### config.mk
export PLATFORM = sky130hd
export DESIGN_NAME = wl_responder
export DESIGN_NICKNAME = d
export VERILOG_FILES = /design/src/rtl/wl_resp_pkg.sv /design/src/rtl/wl_rst_sync.sv /design/src/rtl/wl_cmd_decode.sv /design/src/rtl/wl_mode_ctrl.sv /design/src/rtl/wl_lane.sv /design/src/rtl/wl_responder.sv
export SDC_FILE = /design/constraint.sdc
export NUM_CORES = 1
export LEC_CHECK = 0
export BUFFER_PORTS_ARGS = -buffer_cell sky130_fd_sc_hd__buf_2
export CAP_MARGIN = 20
export CELL_PAD_IN_SITES_DETAIL_PLACEMENT = 1
export CELL_PAD_IN_SITES_GLOBAL_PLACEMENT = 1
export CORE_UTILIZATION = 25
export CTS_CLUSTER_SIZE = 14
export DETAILED_ROUTE_END_ITERATION = 16
export PLACE_DENSITY_LB_ADDON = 0.1
export SYNTH_ARGS = -nofsm -noshare
export SYNTH_HDL_FRONTEND = slang
export SYNTH_HIERARCHICAL = 1
export SYNTH_SLANG_ARGS = --single-unit
### constraint.sdc
create_clock -name clk -period 1 [get_ports clk]
set_input_delay 0.2 -clock clk [delete_from_list [all_inputs] [get_ports clk]]
set_output_delay 0.2 -clock clk [all_outputs]
set_load 0.005 [all_outputs]
### src/rtl/wl_resp_pkg.sv
package wl_resp_pkg;

  typedef enum logic [1:0] {
    CMD_DESEL = 2'b00,
    CMD_MRW   = 2'b01,
    CMD_OTH_A = 2'b10,
    CMD_OTH_B = 2'b11
  } cmd_kind_e;

  typedef struct packed {
    logic vld;
    logic lvl;
  } cap_t;

endpackage

### src/rtl/wl_rst_sync.sv
module wl_rst_sync #(
  parameter int STAGES = 2
) (
  input  logic clk,
  input  logic rst_n_in,
  output logic rst_n_out
);

  logic [STAGES-1:0] sync_q;
  logic [STAGES-1:0] sync_d;

  always_comb begin
    sync_d = {sync_q[STAGES-2:0], 1'b1};
  end

  always_ff @(posedge clk or negedge rst_n_in) begin
    if (!rst_n_in) begin
      sync_q <= '0;
    end else begin
      sync_q <= sync_d;
    end
  end

  assign rst_n_out = sync_q[STAGES-1];

endmodule

### src/rtl/wl_cmd_decode.sv
module wl_cmd_decode
  import wl_resp_pkg::*;
#(
  parameter int ADDR_W    = 6,
  parameter int OP_W      = 8,
  parameter int LEVEL_MR  = 2,
  parameter int LEVEL_BIT = 7
) (
  input  logic [1:0]        cmd_kind,
  input  logic [ADDR_W-1:0] cmd_addr,
  input  logic [OP_W-1:0]   cmd_op,
  output logic              is_desel,
  output logic              is_enter,
  output logic              is_exit
);

  localparam logic [ADDR_W-1:0] MR_SEL = ADDR_W'(LEVEL_MR);

  logic is_mrw;
  logic hit_mr;

  always_comb begin
    is_mrw   = (cmd_kind_e'(cmd_kind) == CMD_MRW);
    hit_mr   = is_mrw && (cmd_addr == MR_SEL);
    is_desel = (cmd_kind_e'(cmd_kind) == CMD_DESEL);
    is_enter = hit_mr &&  cmd_op[LEVEL_BIT];
    is_exit  = hit_mr && !cmd_op[LEVEL_BIT];
  end

endmodule

### src/rtl/wl_mode_ctrl.sv
module wl_mode_ctrl (
  input  logic clk,
  input  logic rst_n,
  input  logic is_desel,
  input  logic is_enter,
  input  logic is_exit,
  output logic level_mode,
  output logic err
);

  logic mode_q, mode_d;
  logic err_q, err_d;
  logic illegal;
  logic mode_en;
  logic err_en;

  always_comb begin
    illegal = mode_q && !is_desel && !is_exit;
    mode_en = (!mode_q && is_enter) || (mode_q && is_exit);
    mode_d  = mode_q;
    if (mode_en) begin
      mode_d = !mode_q;
    end
    err_en = illegal && !err_q;
    err_d  = err_q;
    if (err_en) begin
      err_d = 1'b1;
    end
  end

  always_ff @(posedge clk or negedge rst_n) begin
    if (!rst_n) begin
      mode_q <= 1'b0;
      err_q  <= 1'b0;
    end else begin
      if (mode_en) begin
        mode_q <= mode_d;
      end
      if (err_en) begin
        err_q <= err_d;
      end
    end
  end

  assign level_mode = mode_q;
  assign err        = err_q;

endmodule

### src/rtl/wl_lane.sv
module wl_lane
  import wl_resp_pkg::*;
#(
  parameter int LANE_W  = 8,
  parameter int WLO_CYC = 3
) (
  input  logic              clk,
  input  logic              rst_n,
  input  logic              level_mode,
  input  logic              strobe_rise,
  input  logic              ck_level,
  output logic [LANE_W-1:0] dq_lane
);

  localparam int LAST = WLO_CYC - 1;

  cap_t pipe_q [WLO_CYC];
  cap_t pipe_d [WLO_CYC];
  logic out_q, out_d;
  logic out_en;

  // delay stages: stage 0 takes the fresh capture, later stages shift
  for (genvar g = 0; g < WLO_CYC; g++) begin : g_stage
    if (g == 0) begin : g_head
      always_comb begin
        if (!level_mode) begin
          pipe_d[g] = '0;
        end else begin
          pipe_d[g] = '{vld: strobe_rise, lvl: ck_level};
        end
      end
    end else begin : g_body
      always_comb begin
        if (!level_mode) begin
          pipe_d[g] = '0;
        end else begin
          pipe_d[g] = pipe_q[g-1];
        end
      end
    end

    always_ff @(posedge clk or negedge rst_n) begin
      if (!rst_n) begin
        pipe_q[g] <= '0;
      end else begin
        pipe_q[g] <= pipe_d[g];
      end
    end
  end

  always_comb begin
    out_en = !level_mode || pipe_q[LAST].vld;
    out_d  = level_mode ? pipe_q[LAST].lvl : 1'b0;
  end

  always_ff @(posedge clk or negedge rst_n) begin
    if (!rst_n) begin
      out_q <= 1'b0;
    end else if (out_en) begin
      out_q <= out_d;
    end
  end

  assign dq_lane = level_mode ? {LANE_W{out_q}} : '0;

endmodule

### src/rtl/wl_responder.sv
module wl_responder
  import wl_resp_pkg::*;
#(
  parameter int LANES     = 2,
  parameter int LANE_W    = 8,
  parameter int ADDR_W    = 6,
  parameter int OP_W      = 8,
  parameter int LEVEL_MR  = 2,
  parameter int LEVEL_BIT = 7,
  parameter int WLO_CYC   = 3,
  parameter int SYNC_STG  = 2
) (
  input  logic                     clk,
  input  logic                     rst_n,
  input  logic [1:0]               cmd_kind,
  input  logic [ADDR_W-1:0]        cmd_addr,
  input  logic [OP_W-1:0]          cmd_op,
  input  logic                     ck_level,
  input  logic [LANES-1:0]         dqs_rise,
  output logic [LANES*LANE_W-1:0]  dq,
  output logic                     err
);

  localparam int DQ_W = LANES * LANE_W;

  logic rst_ns;
  logic is_desel, is_enter, is_exit;
  logic level_mode;

  wl_rst_sync #(.STAGES(SYNC_STG)) u_rst_sync (
    .clk       (clk),
    .rst_n_in  (rst_n),
    .rst_n_out (rst_ns)
  );

  wl_cmd_decode #(
    .ADDR_W    (ADDR_W),
    .OP_W      (OP_W),
    .LEVEL_MR  (LEVEL_MR),
    .LEVEL_BIT (LEVEL_BIT)
  ) u_dec (
    .cmd_kind (cmd_kind),
    .cmd_addr (cmd_addr),
    .cmd_op   (cmd_op),
    .is_desel (is_desel),
    .is_enter (is_enter),
    .is_exit  (is_exit)
  );

  wl_mode_ctrl u_ctrl (
    .clk        (clk),
    .rst_n      (rst_ns),
    .is_desel   (is_desel),
    .is_enter   (is_enter),
    .is_exit    (is_exit),
    .level_mode (level_mode),
    .err        (err)
  );

  logic [DQ_W-1:0] dq_w;

  for (genvar l = 0; l < LANES; l++) begin : g_lane
    wl_lane #(
      .LANE_W  (LANE_W),
      .WLO_CYC (WLO_CYC)
    ) u_lane (
      .clk         (clk),
      .rst_n       (rst_ns),
      .level_mode  (level_mode),
      .strobe_rise (dqs_rise[l]),
      .ck_level    (ck_level),
      .dq_lane     (dq_w[l*LANE_W +: LANE_W])
    );
  end

  assign dq = dq_w;

endmodule

==> results.py <==
metrics = {
    "clocking": {
        "cts_tree": "done",
        "cts_sinks": 18,
        "cts_root_buf": "clkbuf_4",
        "cts_max_level": 1,
        "clkTransAtPathRegs_ns": 0.10,
        "clockBufferDepth": 2,
        "clock_latency_ns": 0.28,
        "numCtsBuffers": 3,
    },
    "critical_path": {
        "cp.arrival_ns": 1.02,
        "critical_path_required_ns": 0.80,
        "crit_fanout": 8,
        "endpoint_kind": "primary output",
        "crit_type": "reg2out",
        "worst_setup_path_start_kind": "flop",
    },
    "floorplan": {
        "core.rowCount": 19,
        "die_area_um2": 3190,
        "fp.dieH_um": 56.5,
        "core_um2": 2780,
        "die_x_um": 56.5,
        "start_util": 0.267,
        "boundaryPins": 38,
    },
    "timing": {
        "skew_ns": 0.00207,
        "tns_ns": -3.49,
        "final.setup.worst_slack_ns": -0.217,
        "finalSetupViolCount": 19,
        "drv_slew": 0,
        "clock.fmax_ghz": 0.822,
        "min_period_over_period": 1.22,
        "hold_viol": 0,
        "rsz0062_at_grt": "yes",
        "period_minus_slack_ns": 1.22,
    },
    "synthesis": {
        "synth-warning-count": 6,
        "synth_cell_type_count": 14,
        "avgSynthCellArea_um2": 12.2,
        "ys_ff_latch": 18,
        "netlist_area_um2": 742,
        "syn_inst": 61,
        "ys_seq_area_frac": 0.607,
        "syn_nets": 82,
    },
    "placed_design": {
        "gp_congestion": 0.683,
        "port_buffers": 30,
        "dp_cells": 111,
        "dp_hpwl_um": 830,
    },
    "grt": {
        "grt_use_met2": 0.121,
        "grt.busiest_layer": "met2",
        "use_met1": 0.0896,
        "grt_pass1_vias": 417,
        "grt.overflow.total": 0,
        "grt_pass1_wl_mm": 1.79,
        "antenna_found_initial": 0,
        "grt_use_met3": 0.0346,
        "track_usage": 0.0736,
        "grt_start_max_net_pins": 11,
    },
    "run": {
        "maxCapViolations": 0,
    },
    "run_status": {
        "run_status": "complete, but fails checks",
        "violations": "setup timing",
    },
    "pwr": {
        "p_leak_nw": 0.500,
        "power.total_mw": 1.28,
        "power_density_nw_per_um2": 1350,
        "ir_drop_mv": 0.707,
    },
    "drt": {
        "wire_per_inst_um": 9.67,
        "vias": 477,
        "wirelength_mm": 1.13,
        "firstDrtPassIters": 2,
        "dr.first_iter.drc_count": 2,
        "drc": 0,
        "via_per_inst": 4.08,
        "ant_nets": 0,
    },
    "final_layout": {
        "drive_above_1_share": 0.535,
        "fin_cells": 117,
        "nets": 108,
        "area_delta_synth_final_pct": 27.7,
        "antenna_cells": 0,
        "finish.utilization": 0.341,
    },
    "min_path": {
        "hp-class": "reg2async",
    },
}
[synth_stat cells]
cell type	instances	share of area
nand2b_1	1	0.0084
inv_1	2	0.010
nand4bb_1	1	0.015
buf_4	14	0.14
dfrtp_1	18	0.61
and2_1	14	0.12
conb_1	1	0.0051
nor2b_1	2	0.017
nor2_1	1	0.0051
nor3_1	2	0.013
mux2i_1	2	0.027
or4_1	1	0.010
o21ai_0	1	0.0067
o21bai_2	1	0.015
[power breakdown]
part           switching, mW  internal [mW]  leakage (nW)  total, mW
Sequential            0.0183          0.757         0.240      0.775
Clock                  0.211          0.155        0.0150      0.366
Combinational         0.0512         0.0866         0.245      0.138
[kinds of logic (layout without fill, tap and decap cells)]
group | count (synthesis) | count (layout) | share of synthesized area
simple gates | 22 | 22 | 0.187
flops | 18 | 18 | 0.607
buf+inv | 16 | 41 | 0.152
compound gates | 2 | 2 | 0.0219
mux | 2 | 2 | 0.0270
other cells | 1 | 1 | 0.00505
[repair_timing]
| item | in CTS | in global routing |
|---|---|---|
| setup endpoints to repair | 19 | 19 |
| endpoints found under the hold margin | 2 | 0 |
| hold buffers | 1 | 0 |
| setup buffers | 0 | 1 |
| gates resized for setup | 4 | 6 |
| pin swaps | 1 | 3 |
[final cells by class]
type	instances	area, µm²
Tap cell	31	38.8
Clock buffer	4	26.3
Sequential cell	18	452
Fill cell	314	1830
Multi-Input combinational cell	27	216
Timing Repair Buffer	35	206
Inverter	2	7.51
[critical path, cell delays in order (launching register included)]
cell and delay [ns]:
dfrtp_2 0.44, and2_4 0.17, buf_2 0.12
[layer usage]
metal / vias to the layer above / share of wire
li1: 226 / -
met1: 227 / 0.43
met2: 24 / 0.49
met3: 0 / 0.073
met4: 0 / 0
met5: - / 0
[flip-flops by register name (all words and copies together) (netlist names)]
register and count:
u_ctrl/level_mode 1, u_rst_sync/sync_q 2, g_lane.u_lane/out_q 2, g_lane.u_lane/pipe_q 12, u_ctrl/err 1
[placed cells by master, fill, tap and decap left out]
| cell | instances |
|---|---|
| nand4bb_1 | 1 |
| buf_6 | 3 |
| clkbuf_4 | 3 |
| dfrtp_2 | 1 |
| clkbuf_1 | 1 |
| o21ai_2 | 1 |
| or4_4 | 1 |
| nor2_1 | 1 |
| nor3_2 | 2 |
| nor2b_1 | 2 |
| mux2i_1 | 2 |
| conb_1 | 1 |
| nand2b_4 | 1 |
| o21bai_4 | 1 |
| and2_4 | 2 |
| buf_4 | 3 |
| dfrtp_1 | 17 |
| and2_1 | 12 |
| buf_2 | 28 |
| dlygate4sd3_1 | 1 |
| inv_1 | 2 |
[worst paths after layout]
path	endpoint	cells after the start	slack, ns	startpoint
min in group clk	g_lane[1].u_lane/pipe_q[4]	2	0.13	ck_level
worst min-delay path	g_lane[0].u_lane/pipe_q[4]	0	0.12	u_rst_sync/sync_q[1]
worst max register to register	g_lane[0].u_lane/pipe_q[4]	3	0.05	u_ctrl/level_mode
worst min register to register	g_lane[0].u_lane/pipe_q[4]	0	0.12	u_rst_sync/sync_q[1]
max in group asynchronous	g_lane[0].u_lane/pipe_q[1]	1	0.45	u_rst_sync/sync_q[1]
worst max-delay path	dq[10]	2	-0.22	u_ctrl/level_mode
[metrics by stage]
step / hold slack (ns) / area, µm² / setup slack [ns]
floorplan: -0.0956 / 749 / -0.205
global placement: -0.0145 / 856 / -0.346
detailed placement: -0.0140 / 856 / -0.352
CTS: 0.107 / 907 / -0.259
global route: 0.114 / 947 / -0.270
finish: 0.116 / 947 / -0.217
Power figures use the tool's default switching activity.
